<file path="config.mk">
export PLATFORM = sky130hd
export DESIGN_NAME = sar_seq
export DESIGN_NICKNAME = d
export VERILOG_FILES = /design/src/rtl/sar_seq_pkg.sv /design/src/rtl/sar_start_det.sv /design/src/rtl/sar_idle_timer.sv /design/src/rtl/sar_bit_search.sv /design/src/rtl/sar_seq.sv
export SDC_FILE = /design/constraint.sdc
export NUM_CORES = 1
export LEC_CHECK = 0
export BUFFER_PORTS_ARGS = -buffer_cell sky130_fd_sc_hd__buf_4
export CORE_MARGIN = 2
export CORE_UTILIZATION = 45
export DETAILED_ROUTE_END_ITERATION = 16
export SKIP_CTS_REPAIR_TIMING = 1
export SLEW_MARGIN = 20
export SYNTH_ARGS = -nofsm -noshare
export SYNTH_HDL_FRONTEND = slang
export SYNTH_HIERARCHICAL = 1
export SYNTH_SLANG_ARGS = --single-unit
</file>
<file path="constraint.sdc">
create_clock -name clk_i -period 4.31 [get_ports clk_i]
set_input_delay 0.862 -clock clk_i [delete_from_list [all_inputs] [get_ports clk_i]]
set_output_delay 0.862 -clock clk_i [all_outputs]
set_load 0.01 [all_outputs]
</file>
<file path="src/rtl/sar_seq_pkg.sv">
package sar_seq_pkg;
  typedef enum logic [1:0] {
    MODE_FAST   = 2'd0,
    MODE_NORMAL = 2'd1,
    MODE_LOWPWR = 2'd2,
    MODE_RSVD   = 2'd3
  } mode_e;

  typedef enum logic [1:0] {
    ST_ACQ   = 2'd0,
    ST_OPEN  = 2'd1,
    ST_TRIAL = 2'd2
  } state_e;
endpackage

</file>
<file path="src/rtl/sar_start_det.sv">
module sar_start_det (
  input  logic clk_i,
  input  logic rst_ni,
  input  logic cnvst_ni,
  input  logic idle_i,
  output logic start_o
);
  logic prev_q;

  // reset to low so a level held through reset is not an edge
  always_ff @(posedge clk_i or negedge rst_ni) begin
    if (!rst_ni) prev_q <= 1'b0;
    else         prev_q <= cnvst_ni;
  end

  assign start_o = prev_q & ~cnvst_ni & idle_i;
endmodule

</file>
<file path="src/rtl/sar_idle_timer.sv">
module sar_idle_timer #(
  parameter int IDLE_LIMIT = 250000
) (
  input  logic                  clk_i,
  input  logic                  rst_ni,
  input  logic                  start_i,
  input  sar_seq_pkg::mode_e    mode_i,
  input  logic                  done_i,
  output logic                  stale_o
);
  import sar_seq_pkg::*;

  localparam int CW = $clog2(IDLE_LIMIT + 1);
  localparam logic [CW-1:0] LIM = CW'(IDLE_LIMIT);

  logic [CW-1:0] cnt_q;
  logic          pend_q;
  logic          stale_q;

  // counter starts saturated so the first conversion after reset is flagged
  always_ff @(posedge clk_i or negedge rst_ni) begin
    if (!rst_ni) begin
      cnt_q  <= LIM;
      pend_q <= 1'b0;
    end else if (start_i) begin
      cnt_q  <= '0;
      pend_q <= (mode_i == MODE_FAST) && (cnt_q == LIM);
    end else if (cnt_q != LIM) begin
      cnt_q <= cnt_q + 1'b1;
    end
  end

  always_ff @(posedge clk_i or negedge rst_ni) begin
    if (!rst_ni)     stale_q <= 1'b0;
    else if (done_i) stale_q <= pend_q;
  end

  assign stale_o = stale_q;


  cnt_sat_chk: assert property (@(posedge clk_i) disable iff (!rst_ni)
    cnt_q <= LIM);
endmodule

</file>
<file path="src/rtl/sar_bit_search.sv">
module sar_bit_search #(
  parameter int NBITS       = 16,
  parameter int FAST_SETTLE = 1,
  parameter int NORM_SETTLE = 2,
  parameter int LOW_SETTLE  = 3
) (
  input  logic               clk_i,
  input  logic               rst_ni,
  input  logic               start_i,
  input  sar_seq_pkg::mode_e mode_i,
  input  logic               comp_i,
  output logic               sw_a_o,
  output logic               sw_b_o,
  output logic               in_sel_o,
  output logic [NBITS-1:0]   bit_ref_o,
  output logic               busy_o,
  output logic               done_o,
  output logic [NBITS-1:0]   data_o
);
  import sar_seq_pkg::*;

  localparam int MAX_A  = (FAST_SETTLE > NORM_SETTLE) ? FAST_SETTLE : NORM_SETTLE;
  localparam int MAX_S  = (MAX_A > LOW_SETTLE) ? MAX_A : LOW_SETTLE;
  localparam int CNT_W  = (MAX_S < 2) ? 1 : $clog2(MAX_S);

  state_e             state_q;
  mode_e              mode_q;
  logic [NBITS-1:0]   code_q;
  logic [NBITS-1:0]   mask_q;
  logic [NBITS-1:0]   data_q;
  logic [CNT_W-1:0]   cnt_q;
  logic [CNT_W-1:0]   last_cnt;
  logic               decide;
  logic [NBITS-1:0]   code_next;

  always_comb begin
    case (mode_q)
      MODE_FAST:   last_cnt = CNT_W'(FAST_SETTLE - 1);
      MODE_LOWPWR: last_cnt = CNT_W'(LOW_SETTLE - 1);
      default:     last_cnt = CNT_W'(NORM_SETTLE - 1);
    endcase
  end

  assign decide    = (state_q == ST_TRIAL) && (cnt_q == last_cnt);
  // comparator 1 = overshoot, trial bit dropped
  assign code_next = comp_i ? code_q : (code_q | mask_q);
  assign done_o    = decide && mask_q[0];

  always_ff @(posedge clk_i or negedge rst_ni) begin
    if (!rst_ni) begin
      state_q <= ST_ACQ;
      mode_q  <= MODE_FAST;
      code_q  <= '0;
      mask_q  <= '0;
      cnt_q   <= '0;
      data_q  <= '0;
    end else begin
      case (state_q)
        ST_ACQ: if (start_i) begin
          state_q <= ST_OPEN;
          mode_q  <= mode_i;
          code_q  <= '0;
          mask_q  <= '0;
          cnt_q   <= '0;
        end
        ST_OPEN: begin
          state_q <= ST_TRIAL;
          mask_q  <= {1'b1, {(NBITS-1){1'b0}}};
          cnt_q   <= '0;
        end
        ST_TRIAL: begin
          if (decide) begin
            cnt_q <= '0;
            if (mask_q[0]) begin
              data_q  <= code_next;
              state_q <= ST_ACQ;
              code_q  <= '0;
              mask_q  <= '0;
            end else begin
              code_q <= code_next;
              mask_q <= mask_q >> 1;
            end
          end else begin
            cnt_q <= cnt_q + 1'b1;
          end
        end
        default: state_q <= ST_ACQ;
      endcase
    end
  end

  assign busy_o   = (state_q != ST_ACQ);
  assign sw_a_o   = (state_q == ST_ACQ);
  assign sw_b_o   = (state_q == ST_ACQ);
  assign in_sel_o = (state_q != ST_TRIAL);
  assign data_o   = data_q;

  for (genvar i = 0; i < NBITS; i++) begin : g_bit_sw
    assign bit_ref_o[i] = (state_q == ST_TRIAL) && (code_q[i] | mask_q[i]);
  end


  sw_before_ref_chk: assert property (@(posedge clk_i) disable iff (!rst_ni)
    $fell(in_sel_o) |-> ($past(!sw_a_o) && $past(!sw_b_o)));


  busy_sw_open_chk: assert property (@(posedge clk_i) disable iff (!rst_ni)
    busy_o |-> (!sw_a_o && !sw_b_o));


  one_trial_chk: assert property (@(posedge clk_i) disable iff (!rst_ni)
    $onehot0(mask_q));


  done_drop_busy_chk: assert property (@(posedge clk_i) disable iff (!rst_ni)
    done_o |=> (!busy_o && sw_a_o && in_sel_o));
endmodule

</file>
<file path="src/rtl/sar_seq.sv">
module sar_seq #(
  parameter int NBITS       = 16,
  parameter int IDLE_LIMIT  = 250000,
  parameter int FAST_SETTLE = 1,
  parameter int NORM_SETTLE = 2,
  parameter int LOW_SETTLE  = 3
) (
  input  logic             clk_i,
  input  logic             rst_ni,
  input  logic             cnvst_ni,
  input  logic             comp_i,
  input  logic [1:0]       mode_i,
  output logic             sw_a_o,
  output logic             sw_b_o,
  output logic             in_sel_o,
  output logic [NBITS-1:0] bit_ref_o,
  output logic             busy_o,
  output logic [NBITS-1:0] data_o,
  output logic             stale_o
);
  import sar_seq_pkg::*;

  logic  start;
  logic  done;
  mode_e mode;

  assign mode = mode_e'(mode_i);

  sar_start_det i_start_det (
    .clk_i    (clk_i),
    .rst_ni   (rst_ni),
    .cnvst_ni (cnvst_ni),
    .idle_i   (!busy_o),
    .start_o  (start)
  );

  sar_bit_search #(
    .NBITS       (NBITS),
    .FAST_SETTLE (FAST_SETTLE),
    .NORM_SETTLE (NORM_SETTLE),
    .LOW_SETTLE  (LOW_SETTLE)
  ) i_bit_search (
    .clk_i     (clk_i),
    .rst_ni    (rst_ni),
    .start_i   (start),
    .mode_i    (mode),
    .comp_i    (comp_i),
    .sw_a_o    (sw_a_o),
    .sw_b_o    (sw_b_o),
    .in_sel_o  (in_sel_o),
    .bit_ref_o (bit_ref_o),
    .busy_o    (busy_o),
    .done_o    (done),
    .data_o    (data_o)
  );

  sar_idle_timer #(
    .IDLE_LIMIT (IDLE_LIMIT)
  ) i_idle_timer (
    .clk_i   (clk_i),
    .rst_ni  (rst_ni),
    .start_i (start),
    .mode_i  (mode),
    .done_i  (done),
    .stale_o (stale_o)
  );


  busy_needs_low_chk: assert property (@(posedge clk_i) disable iff (!rst_ni)
    $rose(busy_o) |-> $past(!cnvst_ni));
endmodule

</file>
==> summary.txt <==
Status
  – Status: completed

Routing
  – DR vias: 2584
  – Residual DRC: 0
  – Final antenna-violating net count: 0
  – Wire length per cell: 15.4 µm
  – DR iter-0 viols: 111
  – DR pass1 iterations: 4
  – Final wirelength: 7390 µm
  – DR vias/cell: 5.39

Die
  – Core Rows: 32
  – Placeable Area: 7690 µm²
  – Initial Util: 46.4%
  – Die Ht: 93.0 µm
  – Die area: 8660 µm²
  – # IOs: 43
  – Die width: 93.0 µm

Critical path
  – CP top delay family: simple AND/OR/NAND/NOR gates
  – Req. time, crit path: 4.54 ns
  – Worst path slowest cell: and3b_1
  – Crit-path cells: inv_1 > ha_1 > inv_1 > inv_1 > and3b_1 > nand2b_1 > nor2b_1 > nand2_1 > mux2_2
  – Largest stage delay, worst path: 0.75 ns
  – Crit Path Class: register to register
  – Setup crit end kind: register
  – Critical Path Start Type: register
  – Critical Path AT: 3.45 ns
  – Crit path buf inv count: 3
  – Most used cell, CP: inv_1
  – Crit path max fanout: 26

Yosys
  – Multiplexer share of the synthesized area: 2.21%
  – Syn avg cell area: 10.7 µm²
  – Largest family of logic cells by synthesized area: compound AO/OA/AOI/OAI gates
  – Yosys top cell area share: 47.7%
  – YS warnings: 6
  – Fraction of registers with async set/reset: 100%
  – Synth unique cells: 51
  – Synth Area in Simple Gates: 17.7%
  – Post-Synth Adder-Cell Area: 2.46%
  – Top_reg_cell synth: dfrtp_1
  – Syn Inst Count: 334
  – #FFs+latches synth: 75
  – Post-synthesis compound-gate area fraction: 18.1%
  – Synthesized area: 3570 µm²
  – EDFF count, synth: 0
  – Area contributors post-synth: dfrtp_1 48%, nor2_1 6.2%, dfstp_2 5.2%, o2bb2ai_1 3.7%, a22o_1 3.4%
  – Post-synthesis sequential area ratio: 52.9%
  – Mapped Nets: 347
  – Post-Synth XOR/XNOR Area: 2.70%
  – Dominant cell type by area after synthesis: dfrtp_1

Placed design
  – Placed Instances: 464
  – Final Wtd Congestion: 0.805
  – Post-DP HPWL: 4810 µm
  – I/O Buffers: 42

Clock network
  – Clock slew seen by the registers of the worst setup and hold paths: 0.08 ns
  – CTS Sinks: 75
  – H-tree levels: 3
  – Total CTS buffers: 9
  – CTS tree: built
  – Clk buf depth: 2
  – Worst skew pair latency: 0.34 ns
  – Root Driver: clkbuf_8

Finish
  – Commonest non-fill, non-tap cell in the layout: dfrtp_1
  – # diodes: 0
  – FF/Latch Area: 1890 µm²
  – Commonest non-fill, non-tap cells in the layout: 68 x dfrtp_1, 59 x nor2_1, 44 x buf_4
  – Share of cells above drive strength 1: 26.0%
  – Multi-input logic area: 1540 µm²
  – Area delta synth->final: 16.1%
  – Final-stage net count: 386
  – Final Non-Filler Cells: 479
  – Layout filler cell count: 710

Pwr
  – Power Dens Cells: 487 nW/µm²
  – Leak Pwr: 1.79 nW
  – Maximum vdd drop: 0.000189 V

Global route
  – Antenna violations before repair: 0
  – Vias in the first global route: 2541
  – First-pass GRT wire length: 12600 µm
  – Aggregate global-route resource usage: 18.5%
  – GRT overflow: 0
  – Largest net degree at the start of global routing: 76

Run
  – Max Cap Viol: 0

Timing
  – Crit share post-route: 74.8%
  – Tmin final: 3.22 ns
  – Setup violations, final: 0
  – Max Clk Rate: 0.310 GHz
  – Slew headroom: 36.4%
  – Final slew viol count: 0
  – Final hold vios: 0
  – Post-Route Skew: 0.0110 ns
  – RSZ-0062 raised after global routing: false
  – Worst Tran Pin Value: 0.954 ns
  – Final setup TNS: 0 ns

Hold path
  – Worst Hold Class: register to register
[cell usage after synthesis, drive strengths merged (5+ instances only)]
cell type and n:
dfrtp 68, nor2 62, a21oi 36, o2bb2ai 15, a22o 14, buf 12, inv 12, nand2 12
nand3 11, xor2 11, dfstp 7, ha 7, mux2 7, nand4 6, and4 5, o21ai 5
[flip-flops by register name, summed over array words and instances, names as in the netlist]
name / cells
i_idle_timer/cnt_q: 18
i_bit_search/code_q: 16
i_bit_search/data_o: 16
i_bit_search/mask_q: 16
i_bit_search/cnt_q: 2
i_bit_search/mode_q: 2
i_bit_search/state_q: 2
i_idle_timer/pend_q: 1
i_idle_timer/stale_o: 1
i_start_det/prev_q: 1
[layout make-up]
type                       instances  share of cell area [%]
clock buffer                       9                    2.99
clock inverter                     6                    2.17
inverter                          12                    1.09
multi-input combinational        231                    37.2
sequential                        75                    45.5
tap                              102                    3.08
timing repair buffer              44                    7.97
[cells by family after synthesis]
logic type | Yosys count
AOI/OAI and AO/OA | 85
xor gates and xnor gates | 11
adders and majority gates | 7
buffers and inverters | 28
DFF | 75
muxes | 7
and+or+nand+nor | 121
[worst register-to-register path, stage by stage, from the launching register on]
cell and delay (ns):
dfrtp_1 0.43, inv_1 0.12, ha_1 0.33, inv_1 0.10, inv_1 0.06, and3b_1 0.75
nand2b_1 0.31, nor2b_1 0.29, nand2_1 0.36, mux2_2 0.38
[stage by stage]
stage	power, mW	instance area, µm²	utilization [%]	hold slack [ns]	worst slack, ns
after floorplan	1.28	3570	-	0.460	1.92
after global placement	1.43	3930	51.1	0.475	1.16
after detailed placement	1.44	3930	51.1	0.482	1.04
after CTS	2.04	4140	53.9	0.492	1.06
after global routing	2.15	4140	53.9	0.517	0.763
final	2.02	4140	53.9	0.493	1.09
[path summary, 6_finish.rpt]
path | from | endpoint | slack (ns) | cells after the start
worst max-delay path | i_bit_search/state_q[1] | i_bit_search/mask_q[15] | 1.09 | 9
worst min-delay path | i_idle_timer/cnt_q[17] | i_idle_timer/cnt_q[17] | 0.49 | 2
worst max register to register | i_bit_search/state_q[1] | i_bit_search/mask_q[15] | 1.09 | 9
worst min register to register | i_idle_timer/cnt_q[17] | i_idle_timer/cnt_q[17] | 0.49 | 2
max in group asynchronous | rst_ni | i_idle_timer/cnt_q[11] | 3.02 | 1
min in group asynchronous | rst_ni | i_bit_search/mode_q[0] | 0.65 | 1
[power by group]
part / internal, mW / total (mW) / leakage, nW / switching (mW)
logic: 0.208 / 0.579 / 0.761 / 0.371
registers: 0.771 / 0.846 / 0.920 / 0.0756
clock network: 0.325 / 0.592 / 0.106 / 0.267
[routing by layer]
layer	share of wire [%]	global-route usage, %
met5	0	0
met4	0.84	7.35
met3	2.8	2.98
met2	47	28.6
met1	49	26.2
Power figures use the tool's default switching activity.
